==> config.mk <==
export PLATFORM = sky130hd
export DESIGN_NAME = lin_sweep_engine
export DESIGN_NICKNAME = d
export VERILOG_FILES = /design/src/rtl/sweep_pkg.sv /design/src/rtl/sweep_cfg_regs.sv /design/src/rtl/sweep_interval_timer.sv /design/src/rtl/sweep_step_calc.sv /design/src/rtl/lin_sweep_engine.sv
export SDC_FILE = /design/constraint.sdc
export NUM_CORES = 1
export LEC_CHECK = 0
export BUFFER_PORTS_ARGS = -buffer_cell sky130_fd_sc_hd__buf_2
export CAP_MARGIN = 20
export CORE_AREA = 2 2 249 251
export CTS_CLUSTER_SIZE = 40
export DETAILED_ROUTE_END_ITERATION = 12
export DIE_AREA = 0 0 251 253
export GPL_ROUTABILITY_DRIVEN = 0
export PLACE_DENSITY = 0.56
export SYNTH_ARGS = -nofsm -noshare
export SYNTH_HDL_FRONTEND = slang
export SYNTH_SLANG_ARGS = --single-unit
==> constraint.sdc <==
create_clock -name clk -period 8.5 [get_ports clk]
set_input_delay 1.7 -clock clk [delete_from_list [all_inputs] [get_ports clk]]
set_output_delay 1.7 -clock clk [all_outputs]
set_load 0.02 [all_outputs]
==> src/rtl/sweep_pkg.sv <==
package sweep_pkg;

    parameter int WORD_W  = 32;
    parameter int PHASE_W = 14;
    parameter int AMP_W   = 10;
    parameter int RATE_W  = 8;
    parameter int ADDR_W  = 3;

    localparam int TIMER_W = RATE_W + 1;
    localparam logic [TIMER_W-1:0] RATE_MAX = TIMER_W'(1 << RATE_W);

    localparam logic [ADDR_W-1:0] REG_START  = ADDR_W'(0);
    localparam logic [ADDR_W-1:0] REG_END    = ADDR_W'(1);
    localparam logic [ADDR_W-1:0] REG_RISE_D = ADDR_W'(2);
    localparam logic [ADDR_W-1:0] REG_FALL_D = ADDR_W'(3);
    localparam logic [ADDR_W-1:0] REG_RATES  = ADDR_W'(4);
    localparam logic [ADDR_W-1:0] REG_CTRL   = ADDR_W'(5);

    typedef enum logic [1:0] {
        KIND_NONE  = 2'b00,
        KIND_AMP   = 2'b01,
        KIND_FREQ  = 2'b10,
        KIND_PHASE = 2'b11
    } kind_e;

    typedef struct packed {
        logic [WORD_W-1:0] start_w;
        logic [WORD_W-1:0] end_w;
        logic [WORD_W-1:0] rise_step;
        logic [WORD_W-1:0] fall_step;
        logic [RATE_W-1:0] rise_rate;
        logic [RATE_W-1:0] fall_rate;
        logic [1:0]        levels;
        logic              no_dwell;
        logic              run;
        kind_e             kind;
    } sweep_cfg_t;

    function automatic logic [WORD_W-1:0] kind_mask(kind_e k);
        logic [WORD_W-1:0] m;
        case (k)
            KIND_PHASE: m = {{PHASE_W{1'b1}}, {(WORD_W-PHASE_W){1'b0}}};
            KIND_AMP:   m = {{AMP_W{1'b1}},   {(WORD_W-AMP_W){1'b0}}};
            default:    m = {WORD_W{1'b1}};
        endcase
        return m;
    endfunction

    function automatic logic [TIMER_W-1:0] rate_count(logic [RATE_W-1:0] r);
        return (r == '0) ? RATE_MAX : {1'b0, r};
    endfunction

endpackage

==> src/rtl/sweep_cfg_regs.sv <==
module sweep_cfg_regs
    import sweep_pkg::*;
(
    input  logic              clk,
    input  logic              rst,
    input  logic              we,
    input  logic [ADDR_W-1:0] addr,
    input  logic [WORD_W-1:0] wdata,
    output sweep_cfg_t        cfg
);

    always_ff @(posedge clk) begin
        if (rst) begin
            cfg <= '0;
        end else if (we) begin
            case (addr)
                REG_START:  cfg.start_w   <= wdata;
                REG_END:    cfg.end_w     <= wdata;
                REG_RISE_D: cfg.rise_step <= wdata;
                REG_FALL_D: cfg.fall_step <= wdata;
                REG_RATES: begin
                    cfg.rise_rate <= wdata[RATE_W-1:0];
                    cfg.fall_rate <= wdata[2*RATE_W-1:RATE_W];
                end
                REG_CTRL: begin
                    cfg.kind     <= kind_e'(wdata[1:0]);
                    cfg.run      <= wdata[2];
                    cfg.no_dwell <= wdata[3];
                    cfg.levels   <= wdata[5:4];
                end
                default: ;
            endcase
        end
    end

    // a write to the control register is visible on the next cycle
    a_r1_ctrl_write: assert property (@(posedge clk) disable iff (rst)
        (we && addr == REG_CTRL) |=> (cfg.run == $past(wdata[2])));

endmodule

==> src/rtl/sweep_interval_timer.sv <==
module sweep_interval_timer
    import sweep_pkg::*;
(
    input  logic              clk,
    input  logic              rst,
    input  logic              active,
    input  logic              dir,
    input  logic [RATE_W-1:0] rise_rate,
    input  logic [RATE_W-1:0] fall_rate,
    output logic              tick
);

    logic [TIMER_W-1:0] count;
    logic               dir_q;
    logic [TIMER_W-1:0] load_val;

    assign load_val = rate_count(dir ? rise_rate : fall_rate);
    assign tick     = active && (dir == dir_q) && (count == TIMER_W'(1));

    always_ff @(posedge clk) begin
        if (rst) begin
            count <= RATE_MAX;
            dir_q <= 1'b0;
        end else begin
            dir_q <= dir;
            if (!active || dir != dir_q || count == TIMER_W'(1))
                count <= load_val;
            else
                count <= count - TIMER_W'(1);
        end
    end

    // the counter never sits at zero and never exceeds 256
    a_r6_count_range: assert property (@(posedge clk) disable iff (rst)
        (count != '0) && (count <= RATE_MAX));

    // a direction flip reloads the new direction's dwell time
    a_r9_dir_reload: assert property (@(posedge clk) disable iff (rst)
        (active && dir != dir_q) |=> (count == $past(load_val)));

endmodule

==> src/rtl/sweep_step_calc.sv <==
module sweep_step_calc
    import sweep_pkg::*;
(
    input  logic [WORD_W-1:0] cur,
    input  logic [WORD_W-1:0] lo,
    input  logic [WORD_W-1:0] hi,
    input  logic [WORD_W-1:0] up_step,
    input  logic [WORD_W-1:0] down_step,
    input  logic              dir,
    input  logic              no_dwell,
    output logic [WORD_W-1:0] next
);

    logic [WORD_W-1:0] gap_up;
    logic [WORD_W-1:0] gap_down;

    assign gap_up   = hi - cur;
    assign gap_down = cur - lo;

    always_comb begin
        next = cur;
        if (dir) begin
            if (cur >= hi)
                next = (no_dwell && cur == hi) ? lo : cur;
            else if (gap_up <= up_step)
                next = hi;
            else
                next = cur + up_step;
        end else begin
            if (cur <= lo)
                next = cur;
            else if (gap_down <= down_step)
                next = lo;
            else
                next = cur - down_step;
        end
    end

endmodule

==> src/rtl/lin_sweep_engine.sv <==
module lin_sweep_engine
    import sweep_pkg::*;
(
    input  logic              clk,
    input  logic              rst,
    input  logic              cfg_we,
    input  logic [2:0]        cfg_addr,
    input  logic [31:0]       cfg_wdata,
    input  logic              sweep_dir,
    output logic [31:0]       sweep_word,
    output logic [1:0]        param_kind
);

    sweep_cfg_t        cfg;
    logic              active;
    logic              tick;
    logic [WORD_W-1:0] mask;
    logic [WORD_W-1:0] start_m, end_m, rise_m, fall_m;
    logic [WORD_W-1:0] acc, acc_view, acc_next;

    sweep_cfg_regs u_regs (
        .clk   (clk),
        .rst   (rst),
        .we    (cfg_we),
        .addr  (cfg_addr),
        .wdata (cfg_wdata),
        .cfg   (cfg)
    );

    assign active   = cfg.run && (cfg.kind != KIND_NONE) && (cfg.levels == 2'b00);
    assign mask     = kind_mask(cfg.kind);
    assign start_m  = cfg.start_w   & mask;
    assign end_m    = cfg.end_w     & mask;
    assign rise_m   = cfg.rise_step & mask;
    assign fall_m   = cfg.fall_step & mask;
    assign acc_view = acc & mask;

    sweep_interval_timer u_timer (
        .clk       (clk),
        .rst       (rst),
        .active    (active),
        .dir       (sweep_dir),
        .rise_rate (cfg.rise_rate),
        .fall_rate (cfg.fall_rate),
        .tick      (tick)
    );

    sweep_step_calc u_step (
        .cur       (acc_view),
        .lo        (start_m),
        .hi        (end_m),
        .up_step   (rise_m),
        .down_step (fall_m),
        .dir       (sweep_dir),
        .no_dwell  (cfg.no_dwell),
        .next      (acc_next)
    );

    always_ff @(posedge clk) begin
        if (rst)
            acc <= '0;
        else if (!active)
            acc <= cfg.start_w;
        else if (tick)
            acc <= acc_next;
    end

    assign sweep_word = active ? acc_view : start_m;
    assign param_kind = active ? cfg.kind : KIND_NONE;

    // while idle the accumulator is reloaded from the start word
    a_r2_idle_start: assert property (@(posedge clk) disable iff (rst)
        !active |=> (acc == $past(cfg.start_w)));

    // between step times the word does not move
    a_r4_hold_between: assert property (@(posedge clk) disable iff (rst)
        (active && !tick && !cfg_we) |=> $stable(acc_view));

    // a rising step never passes the end word
    a_r7_no_overshoot_up: assert property (@(posedge clk) disable iff (rst)
        (active && tick && sweep_dir && !cfg_we && acc_view <= end_m)
        |=> (acc_view <= $past(end_m) || acc_view == $past(start_m)));

    // a falling step never passes the start word
    a_r7_no_overshoot_down: assert property (@(posedge clk) disable iff (rst)
        (active && tick && !sweep_dir && !cfg_we && acc_view >= start_m)
        |=> (acc_view >= $past(start_m)));

endmodule

## Word-level counts from Yosys, hierarchy flattened

Cells that the tools add are included.

| operators by class | value |
|---|---|
| shift-type cells | 0 |
| reduce and logical (&&, ||, !) cells | 18 |
| multiply operators | 0 |
| magnitude comparators | 4 |
| multiplexer cells | 14 |
| $add $sub $neg | 5 |
| equal/unequal tests | 12 |
| divide/modulo/power cells | 0 |
| bitwise logic cells | 5 |

Operators by type and width:

| operator | number |
|---|---|
| $mux 32 | 9 |
| $and 32x32->32 | 5 |
| $le 32x32->1 | 3 |
| $sub 32x32->32 | 3 |
| $pmux 22 s2 | 1 |
| $add 32x32->32 | 1 |
| $eq 32x32->1 | 1 |
| $ge 32x32->1 | 1 |
| $mux 9 | 2 |
| $reduce_and 2->1 | 6 |
| $eq 9x1->1 const B | 1 |
| $sub 9x1->9 const B | 1 |
| $logic_not 8->1 | 1 |
| $mux 8 | 1 |
| $eq 3x2->1 const B | 2 |
| $eq 3x3->1 const B | 2 |
| $logic_and 1x1->1 | 5 |
| $eq 3x1->1 const B | 1 |
| $logic_not 3->1 | 1 |
| $eq 2x1->1 const B | 1 |
| $eq 2x2->1 const B | 1 |
| $logic_not 2->1 | 1 |
| $logic_or 1x1->1 | 2 |
| $mux 2 | 1 |
| other kinds (5) | 5 |

| storage, ports and cells | value |
|---|---|
| output and inout bits | 34 |
| word-level logic and storage cells | 71 |
| bits in writable memories | 0 |
| memory bits (read-only) | 0 |
| input port bits | 39 |
| latch bits | 0 |
| bits in registers | 192 |
| memories | 0 |

## Longest topological paths before layout

Gate-level depths: netlist (run 1).

| depth | value |
|---|---|
| depth after elaboration | 10 |
| mapped depth | 37 |
| depth with buffers taken out | 29 |

## Hierarchy

Synthesis (run 1) repeated with hierarchy kept, for this count alone.

| unflattened totals | value |
|---|---|
| cell total of the unflattened synthesis | 2394 |
| area, all modules | 19254.7 µm² |

Modules (own cells, without submodules):

| module | times used | cells an instance | area each (µm²) | seq. area each (µm²) |
|---|---|---|---|---|
| sweep_step_calc | 1 | 1480 | 9944.5 | 0.0 |
| sweep_cfg_regs | 1 | 528 | 5905.7 | 3002.9 |
| lin_sweep_engine | 1 | 309 | 2685.1 | 640.6 |
| sweep_interval_timer | 1 | 77 | 719.4 | 200.2 |

## Worst setup path before layout (run 1)

OpenSTA, ideal clock, no wires.

| path | value |
|---|---|
| kind | flip-flop to flip-flop |
| start point | register u_regs.cfg[0] (netlist name) |
| end point | register acc[22] |
| slack | 1.728 ns |
| setup time | 0.122 ns |
| cell stages (with the launch flop) | 36 |
| data arrival time | 6.651 ns |
| buffers on the path | 9 |
| required time | 8.378 ns |
| clock period less this slack | 6.772 ns |
| cell sequence | dfxtp_1 -> buf_6 -> inv_2 -> clkbuf_1 -> clkbuf_1 -> buf_1 -> clkbuf_1 -> buf_1 -> clkbuf_1 -> nand2_1 -> ha_1 -> inv_1 -> fa_1 -> a21oi_1 -> o21ai_0 -> a311o_1 -> a41o_1 -> a21oi_1 -> o21a_1 -> a221oi_1 -> a41oi_1 -> nor2b_1 -> xnor2_1 -> ha_1 -> a21o_1 -> a21o_1 -> a21oi_1 -> o21ai_0 -> a21oi_1 -> a21o_1 -> buf_2 -> buf_1 -> mux2i_1 -> o22ai_1 -> a221oi_1 -> nor2_1 |

| on the way | value |
|---|---|
| word-level cells in the longest chain between the ends | 10 |
| elaborated cells between the ends (all ways) | 32 |
| classes of those cells | 4 x add/sub; 4 x order compare; 4 x eq/ne; 9 x mux; 5 x bitwise; 6 x reduce/logical |

Ends and longest elaborated chain:

| element | RTL line | RTL |
|---|---|---|
| $eq 2x1->1 or $eq 2x2->1 (tied branches) | sweep_pkg.sv:41 | `case (k)` |
| $pmux 22 s2 | sweep_pkg.sv:41 |  |
| $and 32x32->32 (on tied branches) | lin_sweep_engine.sv:36, lin_sweep_engine.sv:32, lin_sweep_engine.sv:33 |  |
| $sub 32x32->32, or another cell as far along | sweep_step_calc.sv:18 | `assign gap_down = cur - lo;` |
| $le 32x32->1, or another cell as far along | sweep_step_calc.sv:32 | `else if (gap_down <= down_step)` |
| $mux 32 (on tied branches) | sweep_step_calc.sv:32, sweep_step_calc.sv:24, sweep_step_calc.sv:25 |  |
| $mux 32 (on tied branches) | sweep_step_calc.sv:30, sweep_step_calc.sv:23 |  |
| $mux 32 | sweep_step_calc.sv:22 | `if (dir) begin` |
| $mux 32 | lin_sweep_engine.sv:64 | `else if (tick)` |
| $mux 32 | lin_sweep_engine.sv:62 | `else if (!active)` |
| end signal, assigned | lin_sweep_engine.sv:63 | `acc <= cfg.start_w;` |
| end signal, assigned | lin_sweep_engine.sv:65 | `acc <= acc_next;` |
| end, declared | lin_sweep_engine.sv:19 | `logic [WORD_W-1:0] acc, acc_view, acc_next;` |

Parallel ways exist; a longest one is shown, timed or not. The select of a mux whose other input is x is not followed.
A chain may end at the register's enable or synchronous reset.

## Final worst setup path (run 1)

| path | value |
|---|---|
| start point | register u_regs.cfg[0] (netlist name) |
| end point | register acc[28] |

| on the way | value |
|---|---|
| word-level cells in the longest chain between the ends | 10 |
| elaborated cells between the ends (all ways) | 32 |
| classes of those cells | 4 x add/sub; 4 x order compare; 4 x eq/ne; 9 x mux; 5 x bitwise; 6 x reduce/logical |

Ends and longest elaborated chain:

| element | RTL line |
|---|---|
| $eq 2x1->1 or $eq 2x2->1 (tied branches) | sweep_pkg.sv:41 |
| $pmux 22 s2 | sweep_pkg.sv:41 |
| $and 32x32->32 (on tied branches) | lin_sweep_engine.sv:36, lin_sweep_engine.sv:32, lin_sweep_engine.sv:33 |
| $sub 32x32->32, or another cell as far along | sweep_step_calc.sv:18 |
| $le 32x32->1, or another cell as far along | sweep_step_calc.sv:32 |
| $mux 32 (on tied branches) | sweep_step_calc.sv:32, sweep_step_calc.sv:24, sweep_step_calc.sv:25 |
| $mux 32 (on tied branches) | sweep_step_calc.sv:30, sweep_step_calc.sv:23 |
| $mux 32 | sweep_step_calc.sv:22 |
| $mux 32 | lin_sweep_engine.sv:64 |
| $mux 32 | lin_sweep_engine.sv:62 |

Parallel ways exist; a longest one is shown, timed or not. The select of a mux whose other input is x is not followed.

==> results by group, run 1 <==
Floorplanning
  – Die Span Y: 253 µm
  – Core ar.: 61000 µm²
  – Initial core utilization: between 20% and 30%
  – IO Pins: 73
  – Row count: 91
  – DIE AREA: between 60000 and 70000 µm²
  – Die width: 251 µm

Layout
  – Commonest non-fill, non-tap cells in the layout: nand2_1, a21oi_1, dfxtp_1
  – Most common cell after layout, fill and taps aside: nand2_1
  – Register Area: between 3000 and 4000 µm²
  – Fillers: 6709
  – Final Non-Filler Cells: 3325
  – Final #Nets: 2734
  – Synthesis-to-layout area growth: 8.43%
  – N_diodes: 0
  – Multi-input logic area: 13200 µm²
  – Design Area, Final: 19600 µm²
  – Share of layout cells above drive strength 1: approximately 7.3%

Power
  – Leak: between 7 and 8 nW
  – Peak supply drop: 111 µV
  – Total power per unit cell area: 152 nW/µm²

Critical path
  – Worst endpoint required time: 8.81 ns
  – Crit start category: flip-flop
  – Worst endpoint data arrival time: 8.00 ns
  – CP top delay family: simple AND/OR/NAND/NOR gates
  – Max incr delay on CP: 0.63 ns
  – Crit. End Element: flip-flop
  – CP max-delay cell: nor4_1
  – Crit path kind: flip-flop to flip-flop
  – Crit-path max FO: 38
  – Buffers & Inverters on Critical Path: 3

Min path
  – Worst Hold Class: flip-flop to flip-flop

GRT
  – Gr usage total: 20.0%
  – Vias in the first global route: 16942
  – First-pass GRT wire length: between 90000 and 100000 µm
  – GR Overflow Total: 0
  – Pin count of the biggest net entering global routing: 101
  – Initial antenna violation count: 3

Placement
  – Dpl cells: 3292
  – Placed Instance Area: 19000 µm²
  – Buffers on Ports: 72
  – Post-DP HPWL: 49600 µm

Timing
  – Final setup fails: 0
  – RSZ-0062 raised after global routing: false
  – Min Tclk post-route: a little under 8 ns
  – Setup TNS: 0 ns
  – Slew headroom: 35.3%
  – Max-slew violations: 0
  – Final Hold Fails: 0
  – Fmax: around 130 MHz
  – Clock Skew: 0.0154 ns
  – Period utilisation layout: between 90% and 100%
  – Worst-margin pin slew: 0.958 ns
  – Worst hold margin: 0.452 ns

Route
  – Final WL: 64800 µm
  – First drt pass iteration count: 6
  – # DRC: 0
  – DRT iter0 DRCs: 1871
  – Drt wl/cell: 19.5 µm
  – Via count: 18130
  – Routed Antenna Nets: 0
  – Via/cell ratio: 5.45

Synthesis
  – Avg Inst Size Synth: 7.07 µm²
  – Ys Warns: 0
  – Post-synth cell types: 97
  – Post-synth EDFFs: 0
  – Asr flop ratio synth: 0%
  – Sequential area share after synthesis: 21.3%
  – Ys flop type: dfxtp_1
  – #FFs+latches synth: 192
  – Syn_nets: 2762
  – Cell Area, Synth: 18000 µm²
  – Instance count of the mapped netlist: 2550

Run
  – Maxcap violations: 0

CTS
  – Deepest clock path buffer count: 2
  – Reg clk slew, reported paths: 0.08 ns
  – Setup bufs post-CTS: 0
  – H-tree levels: 4
  – CTS Buf Count: 17
  – CTS Sinks: 192
  – CTS Hold Buffers Added: 0
  – Worst-skew pair later-pin latency: around 0.47 ns
  – Post_cts resized: 0
  – CTS tree: built
  – Clock Tree Root: clkbuf_16

Outcome
  – Status: complete, no violations
-- flip-flops by register name (all words and copies together) (netlist names) --
register / flops
acc: 32
u_regs.cfg: 150
u_timer.count: 9
u_timer.dir_q: 1
-- metal layers --
layer  vias up  track usage (%)  part of all wire [%]
li1       9011                -                     -
met1      8415             28.5                    48
met2       603             30.5                    42
met3        95             2.56                   6.3
met4         6             7.74                   3.5
met5         -                0                 0.056
-- final cells by class --
| type | instances | share of cell area (%) |
|---|---|---|
| Inverter | 114 | 2.19 |
| Tap cell | 790 | 5.05 |
| Multi-Input combinational cell | 2097 | 67.2 |
| Sequential cell | 192 | 19.7 |
| Clock buffer | 19 | 2.32 |
| Clock inverter | 13 | 0.608 |
| Timing Repair Buffer | 100 | 2.93 |
-- power breakdown --
group / switching (W) / total (W) / internal, W
sequential: 0.0000220 / 0.000938 / 0.000916
clock: 0.000427 / 0.000830 / 0.000403
combinational: 0.000745 / 0.00121 / 0.000467
total: 0.00119 / 0.00298 / 0.00179
-- stage by stage --
stage	setup slack, ns	power (W)	util, %
after global placement	0.960	0.00215	31.1
final	0.808	0.00298	32.0
after CTS	0.876	0.00297	32.0
after global routing	0.214	0.00314	32.0
after detailed placement	0.909	0.00215	31.1
after floorplan	1.73	0.00184	-
-- Yosys cell counts, drive strengths merged, types with 35 or more instances --
library cell | number | share of area, %
a21oi | 307 | 8.6
dfxtp | 192 | 21
nor2 | 145 | 3.1
buf | 44 | 1.4
a211oi | 48 | 2.1
clkbuf | 103 | 2.2
xor2 | 45 | 2.2
o21ai | 135 | 3.8
nor2b | 64 | 2.3
nand2b | 35 | 1.2
nand2 | 523 | 11
xnor2 | 85 | 4.2
inv | 114 | 2.4
o211ai | 35 | 1.5
a21o | 74 | 3.1
ha | 171 | 12
-- worst reg2reg max path, cell delays in order (launching register included) --
cell	delay, ns
dfxtp_4	0.49
buf_4	0.30
nor2b_1	0.55
inv_1	0.19
ha_1	0.43
nand4_1	0.21
nor4_1	0.52
and3_1	0.27
nand4_1	0.25
a211oi_1	0.46
nor3_1	0.17
o21bai_1	0.19
a21oi_1	0.13
o21ai_0	0.19
a21oi_1	0.10
xnor2_1	0.14
ha_1	0.30
nand4_1	0.19
nor4_1	0.63
nand2_1	0.11
nor2_1	0.12
a21o_2	0.45
buf_4	0.30
a211oi_1	0.06
o311ai_1	0.40
a21oi_1	0.12
o2bb2ai_1	0.16
a311oi_1	0.09
-- worst paths after layout --
path | startpoint | endpoint | slack [ns] | cells after the start
hold / removal | u_regs.cfg[97] | u_regs.cfg[97] | 0.45 | 2
hold reg to reg | u_regs.cfg[97] | u_regs.cfg[97] | 0.45 | 2
setup reg to reg | u_regs.cfg[0] | acc[28] | 0.81 | 27
setup / recovery | u_regs.cfg[0] | acc[28] | 0.81 | 27
-- cells by family (layout without fill, tap and decap cells) --
family          after synthesis  after routing  synth area share [%]
mux                          36             36                  2.05
compound gates              805            805                  28.4
simple gates                945            945                  23.5
buf+inv                     261            246                  5.88
xor+xnor                    130            130                  6.35
fa+ha+maj                   181            181                  12.5
flops                       192            192                  21.3
Power figures use the tool's default switching activity.
==> run 2: changes to the inputs <==
--- a/config.mk
+++ b/config.mk
@@ -7,12 +7,13 @@
 export LEC_CHECK = 0
 export BUFFER_PORTS_ARGS = -buffer_cell sky130_fd_sc_hd__buf_2
 export CAP_MARGIN = 20
-export CORE_AREA = 2 2 249 251
+export CORE_AREA = 2 2 257 259
 export CTS_CLUSTER_SIZE = 40
 export DETAILED_ROUTE_END_ITERATION = 12
-export DIE_AREA = 0 0 251 253
+export DIE_AREA = 0 0 259 261
 export GPL_ROUTABILITY_DRIVEN = 0
 export PLACE_DENSITY = 0.56
 export SYNTH_ARGS = -nofsm -noshare
 export SYNTH_HDL_FRONTEND = slang
+export SYNTH_HIERARCHICAL = 1
 export SYNTH_SLANG_ARGS = --single-unit
==> run 2 against run 1 <==
  * Register-to-register slack better by 0.42 ns
  * Clock power is 2.5% higher
  * Die area is 6.5% higher
  * Via count is 5.3% lower
  * Worst hold slack better by 0.023 ns
  * Highest routed layer is now met4
==> results by group, run 2 <==
Critical path
  – CP max-delay cell: nor2b_1
  – Crit start category: flip-flop
  – R2R Path End: acc[28]
  – Worst endpoint data arrival time: 7.58 ns (-0.42 ns)
  – R2R Path Start: u_regs/cfg[0]
  – Crit path kind: flip-flop to flip-flop
  – CP top delay family: compound AO/OA/AOI/OAI gates
  – Buffers & Inverters on Critical Path: 2 (-1)
  – Crit-path max FO: 62 (+63%)
  – Worst endpoint required time: 8.80 ns (about the same)
  – Max incr delay on CP: 0.61 ns (-0.02 ns)
  – Crit. End Element: flip-flop
  – Setup slack, reg-to-reg: 1.23 ns (+0.42 ns)
  – Worst R2R Path Depth: 26 (-3.7%)

Route
  – Drt wl/cell: 19.1 µm (-1.7%)
  – Via/cell ratio: 5.25 (-3.7%)
  – Final WL: 62600 µm (-3.5%)
  – First drt pass iteration count: 5 (-1)
  – DRT iter0 DRCs: 1418 (-24%)
  – # DRC: 0 (unchanged)
  – Via count: 17161 (-5.3%)
  – Routed Antenna Nets: 0 (unchanged)

Synthesis
  – Most instantiated cells after synthesis: nand2b_1, mux2i_1, dfxtp_1, ha_1, a21oi_1
  – Most numerous cell in the Yosys netlist: nand2b_1
  – Instance count of the mapped netlist: 2394 (-6.1%)
  – Post-Synth XOR/XNOR Area: 5.19% (-1.2 points)
  – Post-synthesis mux area share: 12.9% (+11 points)
  – Main combinational cell family by area after synthesis: compound AO/OA/AOI/OAI gates
  – Syn_nets: 2629 (-4.8%)
  – Sequential area share after synthesis: 20.0% (-1.3 points)
  – Main area contributors after synthesis: dfxtp_1, ha_1, mux2i_1
  – Top cell type's share of synthesized area: 20.0% (-1.3 points)
  – Largest area contributor in the netlist: dfxtp_1
  – #FFs+latches synth: 192 (unchanged)
  – Avg Inst Size Synth: 8.04 µm² (+14%)
  – Compound-Gate Fraction of Synth Area: 21.8% (-6.6 points)
  – Ys flop type: dfxtp_1
  – Cell Area, Synth: 19300 µm² (+6.7%)
  – Post-synth EDFFs: 0 (unchanged)
  – Ys Warns: 6 (+6)
  – Synth Area in Adders: 12.9% (+0.34 points)
  – Post-synth cell types: 101 (+4.1%)
  – Asr flop ratio synth: 0% (unchanged)
  – Post-synthesis simple-gate area fraction: 21.0% (-2.5 points)

CTS
  – Setup bufs post-CTS: 0 (unchanged)
  – CTS Buf Count: 17 (unchanged)
  – Reg clk slew, reported paths: 0.08 ns (about the same)
  – Deepest clock path buffer count: 2 (unchanged)
  – CTS Hold Buffers Added: 0 (unchanged)
  – Worst-skew pair later-pin latency: 0.47 ns (about the same)
  – H-tree levels: 4 (unchanged)
  – Clock Tree Root: clkbuf_16
  – CTS tree: built
  – CTS Sinks: 192 (unchanged)
  – Post_cts resized: 0 (unchanged)

Placement
  – Buffers on Ports: 72 (unchanged)
  – Post-DP HPWL: 47700 µm (-3.9%)

Timing
  – Max-slew violations: 0 (unchanged)
  – Worst hold margin: 0.475 ns (+0.0229 ns)
  – Min Tclk post-route: 7.27 ns (-0.418 ns)
  – Fmax: 137 MHz (+5.8%)
  – Slew headroom: 34.7% (-0.60 points)
  – Clock Skew: 0.0186 ns (+0.00322 ns)
  – Final setup fails: 0 (unchanged)
  – Period utilisation layout: 85.6% (-4.9 points)
  – RSZ-0062 raised after global routing: false
  – Worst-margin pin slew: 0.955 ns (-0.00312 ns)
  – Setup TNS: 0 ns (unchanged)
  – Final Hold Fails: 0 (unchanged)

Outcome
  – Status: complete, no violations

Power
  – Leak: 9.01 nW (+13%)
  – Peak supply drop: 123 µV (+10%)
  – Total power per unit cell area: 148 nW/µm² (-3.0%)

GRT
  – Vias in the first global route: 16489 (-2.7%)
  – GR Overflow Total: 0 (unchanged)
  – Initial antenna violation count: 0 (-3)
  – Gr usage total: 18.3% (-1.8 points)
  – First-pass GRT wire length: 96400 µm (-3.1%)
  – Pin count of the biggest net entering global routing: 102 (+0.99%)

Layout
  – Top flop regs: u_regs/cfg (150), acc (32), u_timer/count (9)
  – Share of layout cells above drive strength 1: 9.16% (+1.9 points)
  – Final #Nets: 2625 (-4.0%)
  – Most common cell after layout, fill and taps aside: nand2b_1
  – Most flop-heavy register: u_regs/cfg
  – Fillers: 6991 (+4.2%)
  – Commonest non-fill, non-tap cells in the layout: nand2b_1, mux2i_1, ha_1
  – Largest register FFs: 150 (unchanged)
  – Synthesis-to-layout area growth: 8.99%
  – N_diodes: 0 (unchanged)

Floorplanning
  – Die width: 259 µm (+3.2%)
  – DIE AREA: 67600 µm² (+6.5%)
  – Core ar.: 65000 µm² (+6.6%)
  – IO Pins: 73 (unchanged)
  – Die Span Y: 261 µm (+3.2%)
  – Initial core utilization: 29.6% (+0.047 points)
  – Row count: 94 (+3.3%)

Min path
  – Min-Delay Path Depth: 2 (unchanged)
  – WHS Endpoint: u_regs/cfg[58]
  – Worst Hold Class: flip-flop to flip-flop
  – Hold Startpoint: u_regs/cfg[58]

Run
  – Maxcap violations: 0 (unchanged)
[run 2: logic make-up after synthesis]
family,Yosys count
xor+xnor,114
mux,236
compound gates,636
flops,192
buf+inv,289
fa+ha+maj,196
simple gates,731
[run 2: area by class of cell]
cell class,count,area [µm²],area share [%]
sequential,192,3850,18.3
inverter,165,619,2.95
timing repair buffer,101,587,2.80
clock buffer,18,439,2.09
multi-input combinational,1913,14200,67.9
clock inverter,14,163,0.775
tap,864,1080,5.15
[run 2: worst max path at each step]
stage                  startpoint       to  slack [ns]  cells after the start
detailed placement  u_regs/cfg[0]   acc[0]        1.38                     25
floorplan           u_regs/cfg[0]  acc[21]        2.91                     27
global placement    u_regs/cfg[0]  acc[30]        1.36                     23
CTS                 u_regs/cfg[0]  acc[28]        1.30                     26
global route        u_regs/cfg[0]  acc[28]        0.55                     26
finish              u_regs/cfg[0]  acc[28]        1.23                     26
[run 2: tightest hold or removal path, delay by kind of cell, from the launching register on]
| family | cells | cell delay [ns] |
|---|---|---|
| simple gates | 1 | 0.06 |
| mux | 1 | 0.06 |
| flops | 1 | 0.31 |
[run 2: layer usage]
| metal | routed length [µm] | GRT usage (%) | vias up |
|---|---|---|---|
| met2 | 28900 | 30.6 | 456 |
| met1 | 28500 | 24.0 | 8084 |
| met5 | 0 | 0 | - |
| met4 | 1740 | 5.60 | 0 |
| li1 | - | - | 8525 |
| met3 | 3460 | 3.08 | 96 |
[run 2: power by group]
| group | internal, W | switching [W] |
|---|---|---|
| sequential | 0.000917 | 0.0000181 |
| combinational | 0.000518 | 0.000798 |
| clock | 0.000406 | 0.000445 |
| total | 0.00184 | 0.00126 |
[run 2: metrics by stage]
step / utilization (%) / total power [W] / setup slack, ns / instance area (µm²) / std cells
floorplan: - / 0.00192 / 2.91 / 19300 / 2394
global placement: 31.3 / 0.00225 / 1.36 / 20400 / 3234
detailed placement: 31.3 / 0.00225 / 1.38 / 20400 / 3235
CTS: 32.3 / 0.00311 / 1.30 / 21000 / 3267
global route: 32.3 / 0.00330 / 0.545 / 21000 / 3267
finish: 32.3 / 0.00310 / 1.23 / 21000 / 3267
==> run 3: changes to the inputs <==
--- a/config.mk
+++ b/config.mk
@@ -5,12 +5,13 @@
 export SDC_FILE = /design/constraint.sdc
 export NUM_CORES = 1
 export LEC_CHECK = 0
+export ABC_AREA = 1
 export BUFFER_PORTS_ARGS = -buffer_cell sky130_fd_sc_hd__buf_2
 export CAP_MARGIN = 20
-export CORE_AREA = 2 2 257 259
+export CORE_AREA = 2 2 275 277
 export CTS_CLUSTER_SIZE = 40
 export DETAILED_ROUTE_END_ITERATION = 12
-export DIE_AREA = 0 0 259 261
+export DIE_AREA = 0 0 277 279
 export GPL_ROUTABILITY_DRIVEN = 0
 export PLACE_DENSITY = 0.56
 export SYNTH_ARGS = -nofsm -noshare
==> run 3 against run 2 <==
  * Fmax is 0.98% higher
  * Wire length up 40%
  * Core utilization decreased by 0.099 points
  * Critical path type unchanged
  * Non-clock buffer count rose by 1
  * Highest routed layer unchanged
  * Final area is 14% higher
  * Global-route usage rose by 3.7 points
  * Final cell count is 51% higher
==> results by group, run 3 <==
Min path
  – Worst Hold Class: flip-flop to flip-flop

GRT
  – Vias in the first global route: 21817 (+32%)
  – GR Overflow Total: 0 (unchanged)
  – Pin count of the biggest net entering global routing: 100 (-2.0%)
  – First-pass GRT wire length: 130000 µm (+35%)
  – Gr usage total: 21.9% (+3.7 points)
  – Initial antenna violation count: 0 (unchanged)

Synthesis
  – Most numerous cell in the Yosys netlist: nand2_1
  – Syn_nets: 4215 (+60%)
  – Largest area contributor in the netlist: nand2_1
  – Main area contributors after synthesis: nand2_1, dfxtp_1, ha_1
  – Instance count of the mapped netlist: 3980 (+66%)
  – Sequential area share after synthesis: 17.4% (-2.6 points)
  – Post-synth EDFFs: 0 (unchanged)
  – #FFs+latches synth: 192 (unchanged)
  – Post-synth cell types: 45 (-55%)
  – Most instantiated cells after synthesis: nand2_1, nor2_1, inv_1
  – Avg Inst Size Synth: 5.56 µm² (-31%)
  – Asr flop ratio synth: 0% (unchanged)
  – Ys flop type: dfxtp_1
  – Cell Area, Synth: 22100 µm² (+15%)
  – Top cell type's share of synthesized area: 20.0% (+0.038 points)
  – Ys Warns: 6 (unchanged)

Critical path
  – Crit start category: flip-flop
  – Worst endpoint required time: 8.92 ns (+0.12 ns)
  – Crit path kind: flip-flop to flip-flop
  – Worst endpoint data arrival time: 7.62 ns (+0.04 ns)
  – Worst path most repeated cell: nand2_1
  – Crit-path max FO: 34 (-45%)
  – CP max-delay cell: nand2_2
  – Setup slack, reg-to-reg: 1.30 ns (+0.07 ns)
  – Max incr delay on CP: 0.72 ns (+0.11 ns)
  – Crit. End Element: flip-flop

Timing
  – Clock Skew: 0.0195 ns (+0.000933 ns)
  – Final Hold Fails: 0 (unchanged)
  – Fmax: 139 MHz (+0.98%)
  – Min Tclk post-route: 7.20 ns (-0.0706 ns)
  – Max-slew violations: 0 (unchanged)
  – Slew headroom: 24.8% (-9.9 points)
  – Period utilisation layout: 84.7% (-0.83 points)
  – Setup TNS: 0 ns (unchanged)
  – RSZ-0062 raised after global routing: false
  – Final setup fails: 0 (unchanged)
  – Final setup margin: 1.30 ns (+0.0706 ns)
  – Worst-margin pin slew: 1.12 ns (+0.169 ns)

Layout
  – Most common cell after layout, fill and taps aside: nand2_1
  – Share of layout cells above drive strength 1: 5.61% (-3.5 points)
  – Fillers: 8565 (+23%)
  – Most flop-heavy register: u_regs/cfg
  – Multi-input logic area: 15100 µm² (+6.1%)
  – N_diodes: 0 (unchanged)
  – Synthesis-to-layout area growth: 7.67%
  – Final Non-Filler Cells: 4941 (+51%)
  – Top flop regs: u_regs/cfg (150), acc (32), u_timer/count (9)
  – Final #Nets: 4194 (+60%)
  – Largest register FFs: 150 (unchanged)
  – Register Area: 3840 µm² (about the same)
  – Commonest non-fill, non-tap cells in the layout: nand2_1, nor2_1, inv_1

Placement
  – Dpl ws: 1.49 ns (+0.108 ns)
  – Post-DP HPWL: 69100 µm (+45%)
  – Dpl cells: 4908 (+52%)
  – Buffers on Ports: 72 (unchanged)

Route
  – Via/cell ratio: 4.98 (-5.1%)
  – Via count: 24620 (+43%)
  – Routed Antenna Nets: 0 (unchanged)
  – First drt pass iteration count: 9 (+4)
  – Drt wl/cell: 17.7 µm (-7.7%)
  – DRT iter0 DRCs: 2619 (+85%)
  – # DRC: 0 (unchanged)
  – Final WL: 87300 µm (+40%)

CTS
  – H-tree levels: 4 (unchanged)
  – Setup bufs post-CTS: 0 (unchanged)
  – Reg clk slew, reported paths: 0.08 ns (about the same)
  – Clock Tree Root: clkbuf_16
  – Post_cts resized: 0 (unchanged)
  – Deepest clock path buffer count: 2 (unchanged)
  – CTS Buf Count: 17 (unchanged)
  – Worst-skew pair later-pin latency: 0.49 ns (+0.02 ns)
  – CTS tree: built
  – CTS Sinks: 192 (unchanged)
  – CTS Hold Buffers Added: 0 (unchanged)

Floorplanning
  – Die Span Y: 279 µm (+6.9%)
  – Die width: 277 µm (+6.9%)
  – Row count: 100 (+6.4%)
  – DIE AREA: 77300 µm² (+14%)
  – Initial core utilization: 29.9% (+0.27 points)
  – Core ar.: 74100 µm² (+14%)
  – IO Pins: 73 (unchanged)

Power
  – Leak: 12.4 nW (+37%)
  – Tot Pwr: 0.00377 W (+21%)
  – Peak supply drop: 125 µV (+1.6%)
  – Total power per unit cell area: 158 nW/µm² (+7.0%)

Outcome
  – Status: complete, no violations

Run
  – Maxcap violations: 0 (unchanged)
==> run 3: layout make-up <==
cell class	count	area share [%]
clock buffer	18	1.84
inverter	634	10.0
timing repair buffer	102	2.57
tap	969	5.09
multi-input combinational	3012	63.5
clock inverter	14	0.893
sequential	192	16.1
==> run 3: cell families after synthesis <==
group / Yosys count / synth area share (%)
buffers and inverters: 776 / 14.5
and+or+nand+nor: 2311 / 42.9
DFF: 192 / 17.4
xor gates and xnor gates: 80 / 3.17
AOI/OAI and AO/OA: 425 / 10.9
adders and majority gates: 196 / 11.2
==> run 3: final timing paths <==
path,startpoint,endpoint,cells past startpoint
setup reg to reg,u_regs/cfg[0],acc[30],34
setup / recovery,u_regs/cfg[0],acc[30],34
hold reg to reg,u_regs/cfg[11],u_regs/cfg[11],2
hold / removal,u_regs/cfg[11],u_regs/cfg[11],2
==> run 3: report_power, final <==
| part | switching [W] | internal [W] |
|---|---|---|
| combinational | 0.00130 | 0.000585 |
| clock | 0.000438 | 0.000488 |
| sequential | 0.0000262 | 0.000930 |
| total | 0.00177 | 0.00200 |
==> run 3: stage by stage <==
step	area, µm²	hold slack (ns)	utilization [%]
CTS	23800	0.486	32.1
floorplan	22100	0.449	-
global placement	23100	0.456	31.2
global route	23800	0.505	32.2
detailed placement	23100	0.469	31.2
finish	23800	0.485	32.2
==> run 3: metal layers <==
metal	routed length, µm	global-route usage, %	vias up	share of wire [%]
met2	37000	33.5	1029	42
li1	-	-	12424	-
met4	3160	8.04	0	3.6
met5	0	0	-	0
met1	39600	30.3	11027	45
met3	7540	4.46	140	8.6
==> run 3: worst max-delay path: cells and delay by family (launching register included) <==
| family | cells | cell delay (ns) |
|---|---|---|
| AOI/OAI and AO/OA | 4 | 0.82 |
| adders and majority gates | 2 | 0.65 |
| buffers and inverters | 5 | 1.84 |
| DFF | 1 | 0.32 |
| and+or+nand+nor | 23 | 3.48 |
